## src/rtl/ccs_pkg.sv

```systemverilog
package ccs_pkg;
  typedef enum logic [5:0] {
    OP_START = 6'h0E,
    OP_SETUP = 6'h10,
    OP_XDONE = 6'h11,
    OP_TABLE = 6'h15,
    OP_COPY  = 6'h22
  } op_e;

  localparam int IRQ_W        = 8;
  localparam int IB_BADCMD    = 0;
  localparam int IB_REJECT    = 1;
  localparam int IB_RUN       = 4;
  localparam int IB_COPY      = 5;

  localparam int OPC_LSB      = 26;
  localparam int COPY_DIR_BIT = 25;
  localparam int COPY_CNT_LSB = 12;
  localparam int COPY_CNT_W   = 13;
  localparam int TBL_SEL_LSB  = 24;
  localparam int TBL_RAM_BIT  = 23;
  localparam int KEY_ID_LSB   = 17;
endpackage

```

## src/rtl/ccs_fifo.sv

```systemverilog
module ccs_fifo #(
  parameter int DW    = 32,
  parameter int DEPTH = 5
) (
  input  logic          clk,
  input  logic          rst,
  input  logic          push,
  input  logic [DW-1:0] din,
  input  logic          pop,
  output logic [DW-1:0] dout,
  output logic          empty,
  output logic          full
);
  localparam int AW = (DEPTH > 1) ? $clog2(DEPTH) : 1;
  localparam int CW = $clog2(DEPTH + 1);

  logic [DW-1:0] mem [DEPTH];
  logic [AW-1:0] wp, rp;
  logic [CW-1:0] cnt;

  // storage without reset so the array maps onto RAM
  always_ff @(posedge clk)
    if (push) mem[wp] <= din;

  always_ff @(posedge clk) begin
    if (rst) begin
      wp  <= '0;
      rp  <= '0;
      cnt <= '0;
    end else begin
      if (push) wp <= (wp == AW'(DEPTH - 1)) ? '0 : wp + 1'b1;
      if (pop)  rp <= (rp == AW'(DEPTH - 1)) ? '0 : rp + 1'b1;
      case ({push, pop})
        2'b10:   cnt <= cnt + 1'b1;
        2'b01:   cnt <= cnt - 1'b1;
        default: cnt <= cnt;
      endcase
    end
  end

  assign dout  = mem[rp];
  assign empty = (cnt == '0);
  assign full  = (cnt == CW'(DEPTH));

  p_push_room_r1: assert property (@(posedge clk) disable iff (rst) push |-> !full);
  p_pop_data_r1:  assert property (@(posedge clk) disable iff (rst) pop |-> !empty);
endmodule

```

## src/rtl/ccs_run_timer.sv

```systemverilog
module ccs_run_timer #(
  parameter int CNT_W      = 12,
  parameter int BLK_CYCLES = 4
) (
  input  logic             clk,
  input  logic             rst,
  input  logic             start,
  input  logic [CNT_W-1:0] blocks_m1,
  output logic             busy,
  output logic             done
);
  localparam int BW = (BLK_CYCLES > 1) ? $clog2(BLK_CYCLES) : 1;

  logic [CNT_W-1:0] rem;
  logic [BW-1:0]    beat;

  always_ff @(posedge clk) begin
    if (rst) begin
      busy <= 1'b0;
      done <= 1'b0;
      rem  <= '0;
      beat <= '0;
    end else begin
      done <= 1'b0;
      if (start) begin
        busy <= 1'b1;
        rem  <= blocks_m1;
        beat <= BW'(BLK_CYCLES - 1);
      end else if (busy) begin
        if (beat == '0) begin
          if (rem == '0) begin
            busy <= 1'b0;
            done <= 1'b1;
          end else begin
            rem  <= rem - 1'b1;
            beat <= BW'(BLK_CYCLES - 1);
          end
        end else begin
          beat <= beat - 1'b1;
        end
      end
    end
  end

  p_start_idle_r3: assert property (@(posedge clk) disable iff (rst) start |-> !busy);
  p_done_end_r3:   assert property (@(posedge clk) disable iff (rst) done |-> !busy && $past(busy));
endmodule

```

## src/rtl/ccs_copy_timer.sv

```systemverilog
module ccs_copy_timer #(
  parameter int WCNT_W = 13
) (
  input  logic              clk,
  input  logic              rst,
  input  logic              start,
  input  logic [WCNT_W-1:0] words,
  output logic              busy,
  output logic              done
);
  logic [WCNT_W-1:0] cnt;

  always_ff @(posedge clk) begin
    if (rst) begin
      busy <= 1'b0;
      done <= 1'b0;
      cnt  <= '0;
    end else begin
      done <= 1'b0;
      if (start) begin
        busy <= 1'b1;
        cnt  <= (words == '0) ? WCNT_W'(1) : words;
      end else if (busy) begin
        if (cnt == WCNT_W'(1)) begin
          busy <= 1'b0;
          done <= 1'b1;
        end
        cnt <= cnt - 1'b1;
      end
    end
  end

  p_copy_start_idle_r5: assert property (@(posedge clk) disable iff (rst) start |-> !busy);
  p_copy_done_end_r5:   assert property (@(posedge clk) disable iff (rst) done |-> !busy && $past(busy));
endmodule

```

## src/rtl/cipher_cmd_sequencer.sv

```systemverilog
module cipher_cmd_sequencer
  import ccs_pkg::*;
#(
  parameter int DEPTH      = 5,
  parameter int CNT_W      = 12,
  parameter int BLK_CYCLES = 4
) (
  input  logic                  clk,
  input  logic                  rst,
  input  logic                  cmd_wr,
  input  logic [31:0]           cmd_word,
  input  logic                  int_en_wr,
  input  logic [IRQ_W-1:0]      int_en_val,
  input  logic                  int_clr_wr,
  input  logic [IRQ_W-1:0]      int_clr_val,
  output logic [IRQ_W-1:0]      int_status,
  output logic                  irq,
  output logic                  eng_busy,
  output logic                  q_empty,
  output logic                  dma_busy,
  output logic                  setup_stb,
  output logic [31:0]           setup_addr,
  output logic                  run_stb,
  output logic [CNT_W-1:0]      run_blocks_m1,
  output logic                  xfer_done_stb,
  output logic                  tbl_stb,
  output logic [1:0]            tbl_sel,
  output logic                  tbl_ram_sel,
  output logic [2:0]            tbl_slot,
  output logic                  copy_stb,
  output logic                  copy_dir,
  output logic [COPY_CNT_W-1:0] copy_words,
  output logic [31:0]           copy_addr
);
  localparam int HDR_W = COPY_CNT_W + 1;

  typedef enum logic {S_CMD, S_OPND} st_e;

  logic [31:0]      head;
  logic             q_full, accept, reject, pop;
  st_e              state, nxt_state;
  logic             pend_copy;
  logic [HDR_W-1:0] pend_hdr;
  logic [5:0]       opc;
  logic             run_go, copy_go, setup_go, xdone_go, tbl_go, bad_go;
  logic             run_done, copy_done;
  logic [IRQ_W-1:0] en_q, set_vec, status_nxt, en_nxt;

  assign accept = cmd_wr && !q_full && (!eng_busy || q_empty);
  assign reject = cmd_wr && !accept;

  ccs_fifo #(.DW(32), .DEPTH(DEPTH)) u_queue (
    .clk(clk), .rst(rst), .push(accept), .din(cmd_word),
    .pop(pop), .dout(head), .empty(q_empty), .full(q_full)
  );

  assign opc = head[OPC_LSB +: 6];

  always_comb begin
    pop = 1'b0; nxt_state = state;
    run_go = 1'b0; copy_go = 1'b0; setup_go = 1'b0;
    xdone_go = 1'b0; tbl_go = 1'b0; bad_go = 1'b0;
    if (!q_empty) begin
      if (state == S_OPND) begin
        pop = 1'b1;
        nxt_state = S_CMD;
        if (pend_copy) copy_go = 1'b1;
        else           setup_go = 1'b1;
      end else begin
        case (opc)
          OP_SETUP: begin pop = 1'b1; nxt_state = S_OPND; end
          OP_COPY:  if (!dma_busy) begin pop = 1'b1; nxt_state = S_OPND; end
          OP_START: if (!eng_busy) begin pop = 1'b1; run_go = 1'b1; end
          OP_XDONE: if (!eng_busy) begin pop = 1'b1; xdone_go = 1'b1; end
          OP_TABLE: if (!dma_busy) begin
            pop = 1'b1;
            if (head[KEY_ID_LSB + 3]) tbl_go = 1'b1;
            else                      bad_go = 1'b1;
          end
          default:  begin pop = 1'b1; bad_go = 1'b1; end
        endcase
      end
    end
  end

  always_ff @(posedge clk) begin
    if (rst) begin
      state     <= S_CMD;
      pend_copy <= 1'b0;
      pend_hdr  <= '0;
    end else begin
      state <= nxt_state;
      if (state == S_CMD && nxt_state == S_OPND) begin
        pend_copy <= (opc == OP_COPY);
        pend_hdr  <= head[COPY_CNT_LSB +: HDR_W];
      end
    end
  end

  ccs_run_timer #(.CNT_W(CNT_W), .BLK_CYCLES(BLK_CYCLES)) u_run (
    .clk(clk), .rst(rst), .start(run_go), .blocks_m1(head[CNT_W-1:0]),
    .busy(eng_busy), .done(run_done)
  );

  ccs_copy_timer #(.WCNT_W(COPY_CNT_W)) u_copy (
    .clk(clk), .rst(rst), .start(copy_go), .words(pend_hdr[COPY_CNT_W-1:0]),
    .busy(dma_busy), .done(copy_done)
  );

  // action strobes and their fields
  always_ff @(posedge clk) begin
    if (rst) begin
      setup_stb <= 1'b0; run_stb <= 1'b0; xfer_done_stb <= 1'b0;
      tbl_stb <= 1'b0; copy_stb <= 1'b0;
      setup_addr <= '0; run_blocks_m1 <= '0; tbl_sel <= '0;
      tbl_ram_sel <= 1'b0; tbl_slot <= '0; copy_dir <= 1'b0;
      copy_words <= '0; copy_addr <= '0;
    end else begin
      setup_stb     <= setup_go;
      run_stb       <= run_go;
      xfer_done_stb <= xdone_go;
      tbl_stb       <= tbl_go;
      copy_stb      <= copy_go;
      if (setup_go) setup_addr <= head;
      if (run_go)   run_blocks_m1 <= head[CNT_W-1:0];
      if (tbl_go) begin
        tbl_sel     <= head[TBL_SEL_LSB +: 2];
        tbl_ram_sel <= head[TBL_RAM_BIT];
        tbl_slot    <= head[KEY_ID_LSB +: 3];
      end
      if (copy_go) begin
        copy_dir   <= pend_hdr[COPY_DIR_BIT - COPY_CNT_LSB];
        copy_words <= pend_hdr[COPY_CNT_W-1:0];
        copy_addr  <= head;
      end
    end
  end

  // interrupt status, write-one-to-clear, set wins over clear
  always_comb begin
    set_vec = '0;
    set_vec[IB_BADCMD] = bad_go;
    set_vec[IB_REJECT] = reject;
    set_vec[IB_RUN]    = run_done;
    set_vec[IB_COPY]   = copy_done;
    status_nxt = (int_status & ~(int_clr_wr ? int_clr_val : '0)) | set_vec;
    en_nxt     = int_en_wr ? int_en_val : en_q;
  end

  always_ff @(posedge clk) begin
    if (rst) begin
      int_status <= '0;
      en_q       <= '0;
      irq        <= 1'b0;
    end else begin
      int_status <= status_nxt;
      en_q       <= en_nxt;
      irq        <= |(status_nxt & en_nxt);
    end
  end

  p_reject_flag_r1: assert property (@(posedge clk) disable iff (rst)
    (cmd_wr && q_full) |=> int_status[IB_REJECT]);
  p_xdone_idle_r4: assert property (@(posedge clk) disable iff (rst)
    xfer_done_stb |-> !eng_busy);
  p_bad_flag_r7: assert property (@(posedge clk) disable iff (rst)
    bad_go |=> int_status[IB_BADCMD]);
  p_clear_all_r8: assert property (@(posedge clk) disable iff (rst)
    (int_clr_wr && (&int_clr_val) && set_vec == '0) |=> int_status == '0);
  p_mask_off_r9: assert property (@(posedge clk) disable iff (rst)
    (en_q == '0) |-> !irq);
endmodule

```

## config.mk

```make
export PLATFORM = sky130hd
export DESIGN_NAME = cipher_cmd_sequencer
export DESIGN_NICKNAME = d
export VERILOG_FILES = /design/src/rtl/ccs_pkg.sv /design/src/rtl/ccs_fifo.sv /design/src/rtl/ccs_run_timer.sv /design/src/rtl/ccs_copy_timer.sv /design/src/rtl/cipher_cmd_sequencer.sv
export SDC_FILE = /design/constraint.sdc
export NUM_CORES = 1
export LEC_CHECK = 0
export ABC_CLOCK_PERIOD_IN_PS = 5200
export CAP_MARGIN = 20
export CORE_ASPECT_RATIO = 0.75
export CORE_MARGIN = 1.5
export CORE_UTILIZATION = 58
export CTS_BUF_LIST = sky130_fd_sc_hd__clkbuf_4 sky130_fd_sc_hd__clkbuf_8
export CTS_CLUSTER_DIAMETER = 60
export DETAILED_ROUTE_END_ITERATION = 10
export MAX_ROUTING_LAYER = met4
export PLACE_DENSITY = 0.85
export SLEW_MARGIN = 10
export SYNTH_ARGS = -nofsm -noshare
export SYNTH_HDL_FRONTEND = slang
export SYNTH_HIERARCHICAL = 1
export SYNTH_SLANG_ARGS = --single-unit
export TNS_END_PERCENT = 20
```

## constraint.sdc

```tcl
create_clock -name clk -period 5.2 [get_ports clk]
set_input_delay 0.78 -clock clk [delete_from_list [all_inputs] [get_ports clk]]
set_output_delay 0.78 -clock clk [all_outputs]
set_load 0.02 [all_outputs]
```

==> results of run 1 <==
## cell type report
cell class / instances / area, sq um
clock buffer: 80 / 951
clock inverter: 8 / 66.3
fill: 1511 / 6150
inverter: 57 / 214
multi-input combinational: 717 / 4520
sequential: 337 / 8350
tap: 294 / 368
timing repair buffer: 183 / 1780
## logic make-up (layout without fill, tap and decap cells)
logic type,count (synthesis),in the layout,share of synthesized area
buffers and inverters,126,328,0.0436
AO/OA/AOI/OAI,217,217,0.114
flip-flops,337,337,0.622
adder cells (fa/ha/maj),11,11,0.0108
AND/OR/NAND/NOR,403,403,0.146
XOR/XNOR,12,12,0.00783
multiplexers,74,74,0.0552
## power by group
group,internal (mW),leakage [nW],switching [mW],total [mW]
sequential,2.91,2.89,0.137,3.05
clock,1.20,0.540,0.950,2.15
combinational,0.527,2.30,1.02,1.55
## worst register-to-register path, delay by kind of cell, from the launching register on
family,cells,cell delay [ns]
AND/OR/NAND/NOR,4,1.79
adder cells (fa/ha/maj),2,0.61
buffers and inverters,1,0.06
AO/OA/AOI/OAI,6,1.12
XOR/XNOR,1,0.16
flip-flops,1,0.69
## routing by layer
metal / vias to the layer above / GRT usage / wire length [um]
met5: - / - / 0
li1: 4548 / - / -
met2: 384 / 0.419 / 14800
met4: 0 / 0.0806 / 648
met3: 47 / 0.0608 / 2680
met1: 4667 / 0.366 / 13500
## registers in the layout (all words and copies together) (netlist names), 2 cells and up, named ones only
name           cells
u_queue/mem      160
copy_addr         32
setup_addr        32
pend_hdr          14
copy_words        13
u_copy/cnt        13
run_blocks_m1     12
u_run/rem         12
en_q               8
int_status         8
tbl_slot           3
u_queue/cnt        3
u_queue/rp         3
u_queue/wp         3
tbl_sel            2
u_run/beat         2
## final timing paths
check,slack (ns),start,end
max,0.71,flip-flop,u_queue/cnt[2]
min,0.45,copy_addr[23],copy_addr[23]
max reg2reg,0.71,flip-flop,u_queue/cnt[2]
min reg2reg,0.45,copy_addr[23],copy_addr[23]
## placed cells by master, fill, tap and decap left out, types with 6 or more instances in the layout
cell	instances
edfxtp_1	160
clkbuf_8	56
nor2_1	92
a211oi_1	40
nor3_1	13
a21oi_1	92
nand2_1	189
o21ai_0	9
xor2_1	9
buf_4	19
a221oi_1	20
clkbuf_4	24
inv_1	56
nor2b_1	34
ha_1	10
clkdlybuf4s50_1	164
a31oi_1	6
nand3_1	7
a221oi_2	13
dfxtp_1	176
mux2i_1	74
==> flow_summary.json, run 1 <==
{
  "worst-r2r-cell-count": 14,
  "hold_buffers": 0,
  "holdPathStages": 2,
  "wl_per_cell_um": 18.9,
  "crit_path_cell_trace": "nand2b_4 -> a211oi_1 -> a221oi_2 -> or4b_4 -> or3b_1 -> o21ai_0 -> a21oi_1 -> a21oi_2 -> ha_1 -> inv_1 -> fa_1 -> xor2_1 -> or3_1 -> a21oi_1",
  "start_util": 0.599,
  "yosys.area.top_type": "edfxtp_1",
  "layout_setup_ws_ns": 0.709,
  "antenna_found_initial": 0,
  "final_cells": 1676,
  "postRouteAntennaNets": 0,
  "grt-ovfl-total": 0,
  "max_cap_viol_count": 0,
  "status": "completed",
  "p_total_mw": 6.75,
  "postCtsSetupRepairBufs": 0,
  "design_area_sq_mm": 0.0163,
  "hold_slack_ns": 0.454,
  "dpl.cell_count": 1588,
  "min_period_over_period": 0.864,
  "place_ws_ns": 0.717,
  "start_kind": "flip-flop",
  "synth_seq_area_share": 0.622,
  "htreeDepth": 2,
  "slew-limit-headroom": 0.151,
  "p_leak_nw": 5.73,
  "required_ns": 5.69,
  "worstPathMaxFanout": 32,
  "crit_type": "flip-flop to flip-flop",
  "place_area_sq_mm": 0.0152,
  "p_per_area_mw_per_mm2": 415,
  "slew_viol_final": 0,
  "track_usage": 0.273,
  "dr.pass1.iters": 5,
  "setup_viol": 0,
  "synth_warnings": 6,
  "syn_nets": 1244,
  "fin_crit_ns": 4.49,
  "netlist_area_sq_mm": 0.0134,
  "final_core_util": 0.726,
  "critical_path_arrival_ns": 4.98,
  "fin_nets": 1409,
  "synth_cell_types": 73,
  "grt_pass1_vias": 9047,
  "yosysMostFrequentCell": "nand2_1",
  "grt_pass1_wl_um": 48900,
  "async_reset_ff_frac": 0,
  "ys.flop_type": "dfxtp_1",
  "syn_area_per_cell_sq_um": 11.4,
  "portBuffers": 165,
  "clk_pin_slew_worst_paths_ns": 0.06,
  "ys_ff_latch": 337,
  "core.rowCount": 47,
  "crit_path_top_delay_cell": "dfxtp_1",
  "synth_area_leaders": "edfxtp_1 36%, dfxtp_1 26%, mux2i_1 5.5%",
  "die_h_um": 135,
  "timing.setup.tns_ns": 0,
  "clock_path_buffers": 3,
  "diodes": 0,
  "die_w_um": 179,
  "area.growth.synth_to_final_pct": 21.1,
  "grt_max_degree": 85,
  "drt-initial-drc-count": 883,
  "critPathBufInv": 1,
  "crit_family": "simple AND/OR/NAND/NOR gates",
  "grt_setup_unrepaired": "no",
  "max_stage_delay_ns": 0.69,
  "synth_edf_count": 160,
  "coreArea_sq_mm": 0.0224,
  "numCtsBuffers": 49,
  "worstSkewPairLatency_ns": 0.56,
  "vias": 9646,
  "die-area_sq_mm": 0.0241,
  "drcViolationCount": 0,
  "tightest_slew_ns": 1.27,
  "drive_gt1_frac": 0.107,
  "fin_worst_skew_ns": 0.0118,
  "finalWeightedCongestion": 0.883,
  "post_cts_resized": 0,
  "fmax_mhz": 223,
  "finalHoldViolations": 0,
  "cp-end-kind": "flip-flop",
  "routed_wl_um": 31700,
  "ios": 166,
  "synthTopCellsByCount": "189 x nand2_1, 177 x dfxtp_1, 160 x edfxtp_1",
  "path_depth": 14,
  "viasPerCell": 5.76,
  "cts-root-buf": "clkbuf_8",
  "cts_tree": "yes",
  "ir_worst_vdd_mv": 0.257,
  "dp.final_hpwl_um": 20700,
  "yosys.area.top_type_share": 0.358,
  "synthCells": 1180,
  "min-delay-path-class": "flip-flop to flip-flop",
  "cts_sinks": 337,
  "cpMostUsedCell": "a21oi_1"
}
No activity file was read; power rests on OpenSTA's default activity.
==> inputs of run 2 (changes only) <==
Settings changed: CTS_BUF_LIST sky130_fd_sc_hd__clkbuf_4 sky130_fd_sc_hd__clkbuf_8 to sky130_fd_sc_hd__clkbuf_2.
==> run 2 against run 1 <==
- total power is 7.9% lower
- count of clock-buffer cells in the layout is 37 higher
- critical path type unchanged
- routed wire length hardly changed
- highest routed layer unchanged
==> flow_summary.json, run 2 (synthesized netlist as in run 1, its figures left out) <==
{
  "drcViolationCount": 0,
  "layout_commonest_cell": "nand2_1",
  "grt_pass1_wl_um": 48700,
  "routed_wl_um": 31700,
  "grt_setup_unrepaired": "no",
  "grt_pass1_vias": 9287,
  "htreeDepth": 3,
  "slew_viol_final": 0,
  "start_kind": "flip-flop",
  "fmax_mhz": 220,
  "postRouteAntennaNets": 0,
  "viasPerCell": 5.67,
  "dpl.cell_count": 1588,
  "grt_max_degree": 85,
  "top_register": "u_queue/mem",
  "p_total_mw": 6.22,
  "reg_top3": "u_queue/mem: 160 flops, copy_addr: 32 flops, setup_addr: 32 flops",
  "postCtsSetupRepairBufs": 0,
  "layout_setup_ws_ns": 0.651,
  "final_core_util": 0.711,
  "post_cts_resized": 0,
  "grt-ovfl-total": 0,
  "critical_path_arrival_ns": 5.32,
  "die-area_sq_mm": 0.0241,
  "place_area_sq_mm": 0.0152,
  "track_usage": 0.274,
  "core.rowCount": 47,
  "finalWeightedCongestion": 0.883,
  "cts_tree": "yes",
  "status": "completed",
  "wl_per_cell_um": 18.4,
  "ios": 166,
  "hold_slack_ns": 0.457,
  "die_h_um": 135,
  "min_period_over_period": 0.875,
  "dr.pass1.iters": 5,
  "largest_register_ffs": 160,
  "crit_path_cell_trace": "nand2b_4 -> a211oi_1 -> a221oi_2 -> or4b_4 -> or3b_1 -> o21ai_0 -> a21oi_1 -> a21oi_2 -> ha_1 -> inv_1 -> fa_1 -> xor2_1 -> or3_1 -> a21oi_1",
  "fin_nets": 1438,
  "coreArea_sq_mm": 0.0224,
  "crit_path_top_delay_cell": "dfxtp_1",
  "drive_gt1_frac": 0.129,
  "setup_viol": 0,
  "fin_worst_skew_ns": 0.0696,
  "drt-initial-drc-count": 953,
  "ir_worst_vdd_mv": 0.219,
  "final_cells": 1724,
  "antenna_found_initial": 0,
  "design_area_sq_mm": 0.0159,
  "slew-limit-headroom": 0.161,
  "max_stage_delay_ns": 0.71,
  "vias": 9778,
  "required_ns": 5.97,
  "fin_crit_ns": 4.55,
  "cpMostUsedCell": "a21oi_1",
  "layout_common_cells": "189 x nand2_1, 176 x dfxtp_1, 164 x clkdlybuf4s50_1",
  "clk_pin_slew_worst_paths_ns": 0.11,
  "crit_family": "simple AND/OR/NAND/NOR gates",
  "p_per_area_mw_per_mm2": 390,
  "cts_sinks": 337,
  "dp.final_hpwl_um": 20700,
  "area.growth.synth_to_final_pct": 18.6,
  "place_ws_ns": 0.717,
  "die_w_um": 179,
  "critPathBufInv": 1,
  "diodes": 0,
  "worstSkewPairLatency_ns": 0.88,
  "crit_type": "flip-flop to flip-flop",
  "cp-end-kind": "flip-flop",
  "worstPathMaxFanout": 32,
  "timing.setup.tns_ns": 0,
  "max_cap_viol_count": 0,
  "finalHoldViolations": 0,
  "cts-root-buf": "clkbuf_2",
  "portBuffers": 165,
  "p_leak_nw": 5.73,
  "numCtsBuffers": 78,
  "min-delay-path-class": "flip-flop to flip-flop",
  "clock_path_buffers": 3,
  "hold_buffers": 0,
  "start_util": 0.599,
  "tightest_slew_ns": 1.26
}
-- run 2: routing by layer --
layer	routed length [um]	GRT usage	vias to the layer above
li1	-	-	4641
met1	13400	0.359	4666
met2	14700	0.413	391
met3	2600	0.0645	80
met4	918	0.111	0
met5	0	-	-
-- run 2: worst paths after layout --
check,cells after the start,slack (ns),end,from
setup reg to reg,14,0.65,u_queue/cnt[2],flip-flop
hold reg to reg,2,0.46,int_status[5],u_copy/done
setup / recovery,14,0.65,u_queue/cnt[2],flip-flop
hold / removal,2,0.46,int_status[5],u_copy/done
-- run 2: worst register-to-register path: cells and delay by family (launching register included) --
kind            cells  cell delay [ns]
compound gates      6             1.15
xor+xnor            1             0.16
fa+ha+maj           2             0.61
buf+inv             1             0.07
flops               1             0.71
simple gates        4             1.80
-- run 2: area by class of cell --
type,instances,area [sq um]
clock buffer,117,586
tap,294,368
sequential,337,8350
clock inverter,19,98.8
multi-input combinational,717,4520
inverter,57,214
fill,1574,6480
timing repair buffer,183,1780
-- run 2: power by group --
group          internal, mW  leakage [nW]  switching (mW)  total [mW]
logic                 0.527          2.30            1.03        1.55
clock network         0.642         0.536           0.976        1.62
registers              2.91          2.89           0.137        3.05
total                  4.08          5.73            2.14        6.22
